==> config.mk <==
export PLATFORM = sky130hd
export DESIGN_NAME = lane_spreader
export DESIGN_NICKNAME = d
export VERILOG_FILES = /design/src/rtl/lane_pkg.sv /design/src/rtl/lane_ctrl.sv /design/src/rtl/lane_datapath.sv /design/src/rtl/lane_spreader.sv
export SDC_FILE = /design/constraint.sdc
export NUM_CORES = 1
export LEC_CHECK = 0
export BUFFER_PORTS_ARGS = -buffer_cell sky130_fd_sc_hd__buf_2
export CORE_UTILIZATION = 40
export CTS_BUF_LIST = sky130_fd_sc_hd__clkbuf_2
export DETAILED_ROUTE_END_ITERATION = 8
export PLACE_DENSITY = 0.77
export SYNTH_ARGS = -nofsm -noshare
export SYNTH_HDL_FRONTEND = slang
export SYNTH_SLANG_ARGS = --single-unit
==> constraint.sdc <==
create_clock -name clk -period 21.3 [get_ports clk]
set_input_delay 1.065 -clock clk [delete_from_list [all_inputs] [get_ports clk]]
set_output_delay 1.065 -clock clk [all_outputs]
set_load 0.02 [all_outputs]
==> src/rtl/lane_pkg.sv <==
package lane_pkg;
  // strobes from the control side to the datapath
  typedef struct packed {
    logic busy;     // a packet holds a locked channel
    logic capture;  // latch the fresh pick this cycle
    logic finish;   // last word accepted this cycle
  } laneStb_t;
endpackage

==> src/rtl/lane_ctrl.sv <==
module lane_ctrl
  import lane_pkg::*;
(
  input  logic     clk,
  input  logic     rstN,
  input  logic     inValid,
  input  logic     inLast,
  input  logic     accept,
  input  logic     anyHealthy,
  output laneStb_t stb
);
  logic busyQ;

  always_comb begin
    stb.busy    = busyQ;
    stb.capture = !busyQ && inValid && anyHealthy;
    stb.finish  = accept && inLast;
  end

  always_ff @(posedge clk) begin
    if (!rstN) begin
      busyQ <= 1'b0;
    end else if (stb.finish) begin
      busyQ <= 1'b0;
    end else if (stb.capture) begin
      busyQ <= 1'b1;
    end
  end
endmodule

==> src/rtl/lane_datapath.sv <==
module lane_datapath
  import lane_pkg::*;
#(
  parameter int DATA_W = 32,
  parameter int NUM_CH = 4,
  parameter int LFSR_W = 16,
  parameter int CNT_W  = 16,
  parameter logic [LFSR_W-1:0] LFSR_MASK  = 16'hB400,
  parameter logic [LFSR_W-1:0] LFSR_RESET = 16'hACE1
) (
  input  logic                     clk,
  input  logic                     rstN,
  input  logic                     seedLoad,
  input  logic [LFSR_W-1:0]        seedValue,
  input  laneStb_t                 stb,
  input  logic [DATA_W-1:0]        inData,
  input  logic                     inValid,
  input  logic                     inLast,
  input  logic [NUM_CH-1:0]        chHealthy,
  input  logic [NUM_CH-1:0]        chReady,
  output logic                     inReady,
  output logic                     anyHealthy,
  output logic [NUM_CH-1:0]        chValid,
  output logic [NUM_CH*DATA_W-1:0] chData,
  output logic [NUM_CH-1:0]        chLast,
  output logic [NUM_CH*CNT_W-1:0]  pktCount
);
  localparam int PICK_W = 8;

  logic [LFSR_W-1:0] lfsrQ;
  logic [PICK_W-1:0] hCount;
  logic [PICK_W-1:0] slot;
  logic [PICK_W-1:0] seen;
  logic [NUM_CH-1:0] pickOh;
  logic [NUM_CH-1:0] lockQ;
  logic [NUM_CH-1:0] route;

  // random source: Galois, right shift
  always_ff @(posedge clk) begin
    if (!rstN) begin
      lfsrQ <= LFSR_RESET;
    end else if (seedLoad && (seedValue != '0)) begin
      lfsrQ <= seedValue;
    end else begin
      lfsrQ <= (lfsrQ >> 1) ^ (lfsrQ[0] ? LFSR_MASK : '0);
    end
  end

  // reduce the draw to the slot-th healthy channel
  always_comb begin
    hCount = '0;
    for (int i = 0; i < NUM_CH; i++) begin
      hCount = hCount + PICK_W'(chHealthy[i]);
    end
    slot   = (hCount == '0) ? '0 : (lfsrQ[PICK_W-1:0] % hCount);
    seen   = '0;
    pickOh = '0;
    for (int i = 0; i < NUM_CH; i++) begin
      if (chHealthy[i]) begin
        if (seen == slot) pickOh[i] = 1'b1;
        seen = seen + PICK_W'(1);
      end
    end
  end

  assign anyHealthy = |chHealthy;

  always_ff @(posedge clk) begin
    if (!rstN) begin
      lockQ <= '0;
    end else if (stb.capture) begin
      lockQ <= pickOh;
    end
  end

  assign route   = stb.busy ? lockQ : pickOh;
  assign chValid = inValid ? route : '0;
  assign chLast  = inLast ? route : '0;
  assign inReady = |(chValid & chReady);

  generate
    for (genvar g = 0; g < NUM_CH; g++) begin : gLane
      logic [CNT_W-1:0] cntQ;
      assign chData[g*DATA_W +: DATA_W] = inData;
      assign pktCount[g*CNT_W +: CNT_W] = cntQ;
      always_ff @(posedge clk) begin
        if (!rstN) begin
          cntQ <= '0;
        end else if (stb.finish && route[g]) begin
          cntQ <= cntQ + CNT_W'(1);
        end
      end
    end
  endgenerate
endmodule

==> src/rtl/lane_spreader.sv <==
module lane_spreader
  import lane_pkg::*;
#(
  parameter int DATA_W = 32,
  parameter int NUM_CH = 4,
  parameter int LFSR_W = 16,
  parameter int CNT_W  = 16
) (
  input  logic                     clk,
  input  logic                     rstN,
  input  logic                     seedLoad,
  input  logic [LFSR_W-1:0]        seedValue,
  input  logic [DATA_W-1:0]        inData,
  input  logic                     inValid,
  input  logic                     inLast,
  output logic                     inReady,
  input  logic [NUM_CH-1:0]        chHealthy,
  input  logic [NUM_CH-1:0]        chReady,
  output logic [NUM_CH-1:0]        chValid,
  output logic [NUM_CH*DATA_W-1:0] chData,
  output logic [NUM_CH-1:0]        chLast,
  output logic                     allFail,
  output logic [NUM_CH*CNT_W-1:0]  pktCount
);
  laneStb_t ctrlStb;
  logic     anyHealthy;

  lane_ctrl u_ctrl (
    .clk(clk), .rstN(rstN), .inValid(inValid), .inLast(inLast),
    .accept(inReady), .anyHealthy(anyHealthy), .stb(ctrlStb)
  );

  lane_datapath #(
    .DATA_W(DATA_W), .NUM_CH(NUM_CH), .LFSR_W(LFSR_W), .CNT_W(CNT_W)
  ) u_dp (
    .clk(clk), .rstN(rstN), .seedLoad(seedLoad), .seedValue(seedValue),
    .stb(ctrlStb), .inData(inData), .inValid(inValid), .inLast(inLast),
    .chHealthy(chHealthy), .chReady(chReady), .inReady(inReady),
    .anyHealthy(anyHealthy), .chValid(chValid), .chData(chData),
    .chLast(chLast), .pktCount(pktCount)
  );

  assign allFail = !anyHealthy;
endmodule

==> Word level (Yosys, flattened, before mapping) <==
Cells that the tools add are included.
{ "totals": {"register_bits": 85, "out_inout_bits": 202, "inputBits": 61, "word_cells": 56} }
{ "classes": {"add_sub_neg": 9, "muxes": 17, "bitwise_logic": 3, "n_eq_ne": 3, "div_mod_pow": 1, "n_reduce_logical": 16} }
{ "ops": {"columns": ["cell", "count"], "rows": [
  ["adder 16 x 1 -> 16 bit (second input constant)", 4],
  ["two-way mux 16 bit", 2],
  ["two-way mux 8 bit", 3],
  ["adder 8 x 1 -> 8 bit", 2],
  ["== test 8 bit", 2],
  ["logical NOT 8 bit", 2],
  ["nonzero test 16 bit", 1],
  ["XOR 15 x 16 -> 16 bit", 1],
  ["two-way mux 4 bit", 3],
  ["two-way mux 1 bit", 9],
  ["adder 8 x 1 -> 8 bit (second input constant)", 1],
  ["== test 1 x 8 -> 1 bit", 1],
  ["logical AND 1 bit", 8],
  ["remainder unit 8 x 8 -> 8 bit", 1],
  ["OR reduction 4 bit", 2],
  ["AND 4 bit", 1],
  ["adder 1 x 1 -> 2 bit", 1],
  ["adder 1 x 1 -> 2 bit (second input constant)", 1],
  ["logical NOT 1 bit", 2],
  ["OR reduction 2 bit", 1],
  ["inverter 1 bit", 1]
]} }

==> Logic depth before layout (Yosys ltp) <==
{ "depth": {"word_depth": 14, "depth_mapped": 67, "mapped_depth_nobuf": 63} }

==> By module <==
Synthesis repeated with hierarchy kept, for this count alone.
{ "hier_totals": {"hier_cells": 884, "area_unflattened_um2": 6979.2} }
{ "by_module_without_submodules": {"columns": ["mod", "area_per_inst_um2", "cells_per_inst", "n_inst"], "rows": [
  ["lane_datapath", 6914.1, 876, 1],
  ["lane_ctrl", 61.3, 7, 1],
  ["lane_spreader", 3.8, 1, 1]
]} }

==> Least setup slack after synthesis <==
No wires, ideal clock.
{ "synth_path": {"path_type": "input to output", "startpoint": "input port chHealthy[1]", "endpoint": "output port inReady", "n_path_buf": 2, "t_required_ps": 20235, "arrival_ps": 13579, "setup_slack_ps": 6656, "path_stages": 56, "cell_sequence": "inv_1 ha_1 inv_1 fa_1 ha_1 nor3b_1 o2bb2ai_1 nor2_1 ha_1 or2_0 a311oi_1 ha_1 o21ai_0 o2bb2ai_1 o21ai_1 inv_2 ha_1 a21oi_1 [20 not listed] ha_1 o21ai_0 nand2b_1 a21o_1 nand2b_1 nand2b_1 a21oi_2 mux2i_1 ha_1 a21boi_0 o221ai_2 nor4_4 mux2i_1 xor2_1 o22a_2 or4_1 buf_2 a21boi_0"} }
{ "synth_between": {"elab_chain_len": 12} }
{ "synth_rtl": {"columns": ["item", "line", "rtl"], "rows": [
  ["start, declared", "lane_spreader.sv:17", "input logic [NUM_CH-1:0] chHealthy,"],
  ["adder 1 x 1 -> 2 bit", "lane_datapath.sv:53", "hCount = hCount + PICK_W'(chHealthy[i]);"],
  ["adder 8 x 1 -> 8 bit (2 in a row)", "lane_datapath.sv:53", null],
  ["remainder unit 8 x 8 -> 8 bit or logical NOT 8 bit (tied branches)", "lane_datapath.sv:55", "slot = (hCount == '0) ? '0 : (lfsrQ[PICK_W-1:0] % hCount);"],
  ["two-way mux 8 bit", "lane_datapath.sv:55", null],
  ["== test 1 x 8 -> 1 bit, or another cell as far along", "lane_datapath.sv:60", "if (seen == slot) pickOh[i] = 1'b1;"],
  ["two-way mux 1 bit", "lane_datapath.sv:60", null],
  ["two-way mux 1 bit", "lane_datapath.sv:59", "if (chHealthy[i]) begin"],
  ["two-way mux 4 bit (*)", "lane_datapath.sv:76", "assign route = stb.busy ? lockQ : pickOh;"],
  ["two-way mux 4 bit (*)", "lane_datapath.sv:77", "assign chValid = inValid ? route : '0;"],
  ["AND 4 bit (*)", "lane_datapath.sv:79", "assign inReady = |(chValid & chReady);"],
  ["OR reduction 4 bit (*)", "lane_datapath.sv:79", null],
  ["end, declared", "lane_spreader.sv:16", "output logic inReady,"]
]} }
Every way passes the cells marked *; elsewhere a longest branch is shown, timed or not.

==> Worst setup path after layout <==
{ "layout_path": {"startpoint": "input port chHealthy[0]", "endpoint": "output port inReady"} }
{ "layout_between": {"elab_chain_len": 12} }
{ "layout_rtl": {"columns": ["item", "line"], "rows": [
  ["adder 1 x 1 -> 2 bit or two-way mux 1 bit (tied branches)", "lane_datapath.sv:53, lane_datapath.sv:59"],
  ["adder 8 x 1 -> 8 bit or adder 1 x 1 -> 2 bit (tied branches)", "lane_datapath.sv:53, lane_datapath.sv:61"],
  ["adder 8 x 1 -> 8 bit or two-way mux 8 bit (tied branches)", "lane_datapath.sv:53, lane_datapath.sv:59"],
  ["remainder unit 8 x 8 -> 8 bit, or another cell as far along", "lane_datapath.sv:55"],
  ["two-way mux 8 bit (on tied branches)", "lane_datapath.sv:55, lane_datapath.sv:59"],
  ["== test 1 x 8 -> 1 bit, or another cell as far along", "lane_datapath.sv:60"],
  ["two-way mux 1 bit", "lane_datapath.sv:60"],
  ["two-way mux 1 bit", "lane_datapath.sv:59"],
  ["two-way mux 4 bit (*)", "lane_datapath.sv:76"],
  ["two-way mux 4 bit (*)", "lane_datapath.sv:77"],
  ["AND 4 bit (*)", "lane_datapath.sv:79"],
  ["OR reduction 4 bit (*)", "lane_datapath.sv:79"]
]} }
Marks and branches as above.

==> results.txt <==
worst-margin pin slew = 1.094 ns
TNS Setup = 0 ns
adder-cell share of the synthesized area = 5.801%
sequential share of the synthesized area = 23.76%
Synth Area in XOR/XNOR = 2.691%
synth top area cells = dfxtp_1 24%, buf_4 14%, mux2i_1 5.7%
WL met2 = 7466 um
DR vias = 6013
post-route minimum period = 16.40 ns
sw frac = 51.68%
floorplan row count = 48
Syn Nets = 993
largest area contributor in the netlist = dfxtp_1
Pre-antenna DRT Iters = 5
Post-CTS Setup Bufs = 0
port bufs = 102
post-DP HPWL = 12240 um
Die Area = 0.01844 mm^2
RSZ-0062 raised after global routing = false
clock slew seen by the registers of the worst setup and hold paths = 0.20 ns
Syn. warnings = 0
wire per inst = 14.85 um
largest net degree at the start of global routing = 41
Top Ports = 263
drt drc = 0
Distinct cells, synth = 81
Worst Setup Slack post-DPL = 5.165 ns
first-pass GRT wire length = 26140 um
Critical Path Max Stage Delay = 0.82 ns
Critical Path AT = 15.33 ns
placed insts = 1067
Worst-Skew Late Latency = 0.55 ns
Cell Area, Synth = 0.007161 mm^2
Int Power = 0.5334 mW
Post-synth top cells = 129 x buf_4, 85 x dfxtp_1, 85 x nand2_1
fin nets = 946
register bit total from synthesis = 85
CORE AREA = 0.01742 mm^2
Relative slew margins = 26.11%
worst hold slack = 0.4899 ns
Final Non-Filler Cells = 1082
CTS sink cnt = 85
worst min path class = register to register
Synth Area in Simple Gates = 24.92%
Top Metal Used = met4
number of synthesized flops with an enable pin = 0
Global Route Usage Sum = 17.26%
Post-Syn Instances = 900
P per Cell Area = 158.0 mW/mm^2
routed wl met3 = 980 um
area of the multi-input gates = 0.004263 mm^2
initial core utilization = 41.11%
Worst Hold Depth = 2
highest clock rate = 60.98 MHz
total power draw = 1.104 mW
VDD IR max = 0.07648 mV
Worst R2R Path Depth = 55
Die Ht = 135.8 um
Worst setup SP type = input pin
filler cell count = 1718
Clock Path Buffers = 2
post-synthesis compound-gate area fraction = 19.50%
top-count cell post-synth = buf_4
Seq pwr share = 15.1%
Worst Setup End Kind = output port
area share of the largest cell type after synthesis = 23.76%
Placed Area = 0.006862 mm^2
drt via density = 5.557
mux cell area share after synthesis = 6.622%
setup ws final = 4.900 ns
status = complete, no violations
Final Slew Violations = 0
CP max FO = 10
post-CTS sizing = 0
number of global-route vias before repair = 5517
Sw Pwr = 0.5705 mW
post-route clock period utilization = 76.99%
Routed met1 length = 7395 um
register area = 0.001702 mm^2
CTS tree = yes
total CTS buffers = 9
share of layout cells above drive strength 1 = 19.49%
drt total wl = 16070 um
total of max-cap violations = 0
Final Skew = 0.03205 ns
Post-synth top flop = dfxtp_1
Layout area overhead = -2.411%
antenna violations before repair = 0
largest family of logic cells by synthesized area = simple AND/OR/NAND/NOR gates
Setup Crit Path Kind = input pin to output port
Final Hold Viols = 0
CTS H-tree depth = 3
final setup fails = 0
root buffer cell = clkbuf_2
Logic pwr share = 76.5%
syn_area_per_cell = 7.956 um^2
Iter 0 DRT Violations = 401
Clock Power Share = 8.4%
leakage power = 2.892 nW
Final ANT Viol Nets = 0
hold_buf cts = 0
# diodes = 0
async set-reset flop share out of synthesis = 0%
CP max-delay cell = or4_1
Die Width = 135.8 um
most used cell, CP = ha_1
total gr overflow = 0
post-layout util = 40.12%
post-route cell area = 0.006988 mm^2
GP Congestion = 0.9365
worst path required time = 20.24 ns
-- registers in the layout (all words and copies together), names as in the netlist --
signal	flops
u_ctrl.busyQ	1
u_dp.gLane.cntQ	64
u_dp.lfsrQ	16
u_dp.lockQ	4
-- routing by layer --
metal | vias up | track usage, %
met3 | 23 | 4.003
met2 | 169 | 28.00
met1 | 2835 | 22.47
li1 | 2986 | -
met4 | 0 | 5.368
met5 | - | 0
-- layout by cell type, fill, tap and decap left out, drive strengths merged, types with 4 or more instances in the layout --
master	instances
a211oi	12
a21bo	5
a21boi	4
a21oi	51
a22oi	4
and2	23
and3	18
buf	103
clkbuf	10
dfxtp	85
ha	30
inv	26
mux2	5
mux2i	41
nand2	86
nand2b	21
nand3	36
nand3b	5
nand4	11
nor2	59
nor2b	6
nor3	18
nor4	8
o211ai	10
o21a	7
o21ai	42
o22ai	5
o31ai	11
or2	7
or3	24
or4	11
xnor2	15
xor2	7
-- cell families after synthesis --
group / after synthesis
buffers and inverters: 187
XOR/XNOR: 22
multiplexers: 46
AO/OA/AOI/OAI: 188
adder cells (fa/ha/maj): 32
AND/OR/NAND/NOR: 340
flip-flops: 85
-- worst max-delay path, delay by kind of cell --
kind            cells  cell delay, ns
compound gates     25            5.14
mux                 2            0.70
fa+ha+maj          10            3.70
buf+inv             6            0.79
simple gates       16            3.96
-- power groups by stage --
stage / logic [mW] / clock network (mW) / registers, mW
floorplan: 0.720 / 0 / 0.168
global placement: 0.820 / 0 / 0.170
detailed placement: 0.827 / 0 / 0.170
CTS: 0.831 / 0.0950 / 0.167
global route: 0.932 / 0.101 / 0.167
finish: 0.844 / 0.0932 / 0.167
-- path summary, 6_finish.rpt --
kind	start	endpoint	slack [ns]
max	chHealthy[0]	inReady	4.90
min	u_dp.gLane[2].cntQ[15]	u_dp.gLane[2].cntQ[15]	0.49
max reg2reg	u_dp.lfsrQ[7]	u_dp.gLane[1].cntQ[13]	7.25
min reg2reg	u_dp.gLane[2].cntQ[15]	u_dp.gLane[2].cntQ[15]	0.49
-- layout make-up --
type | instances | area share, %
inverter | 26 | 1.397
multi-input combinational | 628 | 61.00
timing repair buffer | 103 | 7.413
clock buffer | 10 | 0.7162
clock inverter | 5 | 1.092
sequential | 85 | 24.35
tap | 225 | 4.029
Power figures use the tool's default switching activity.
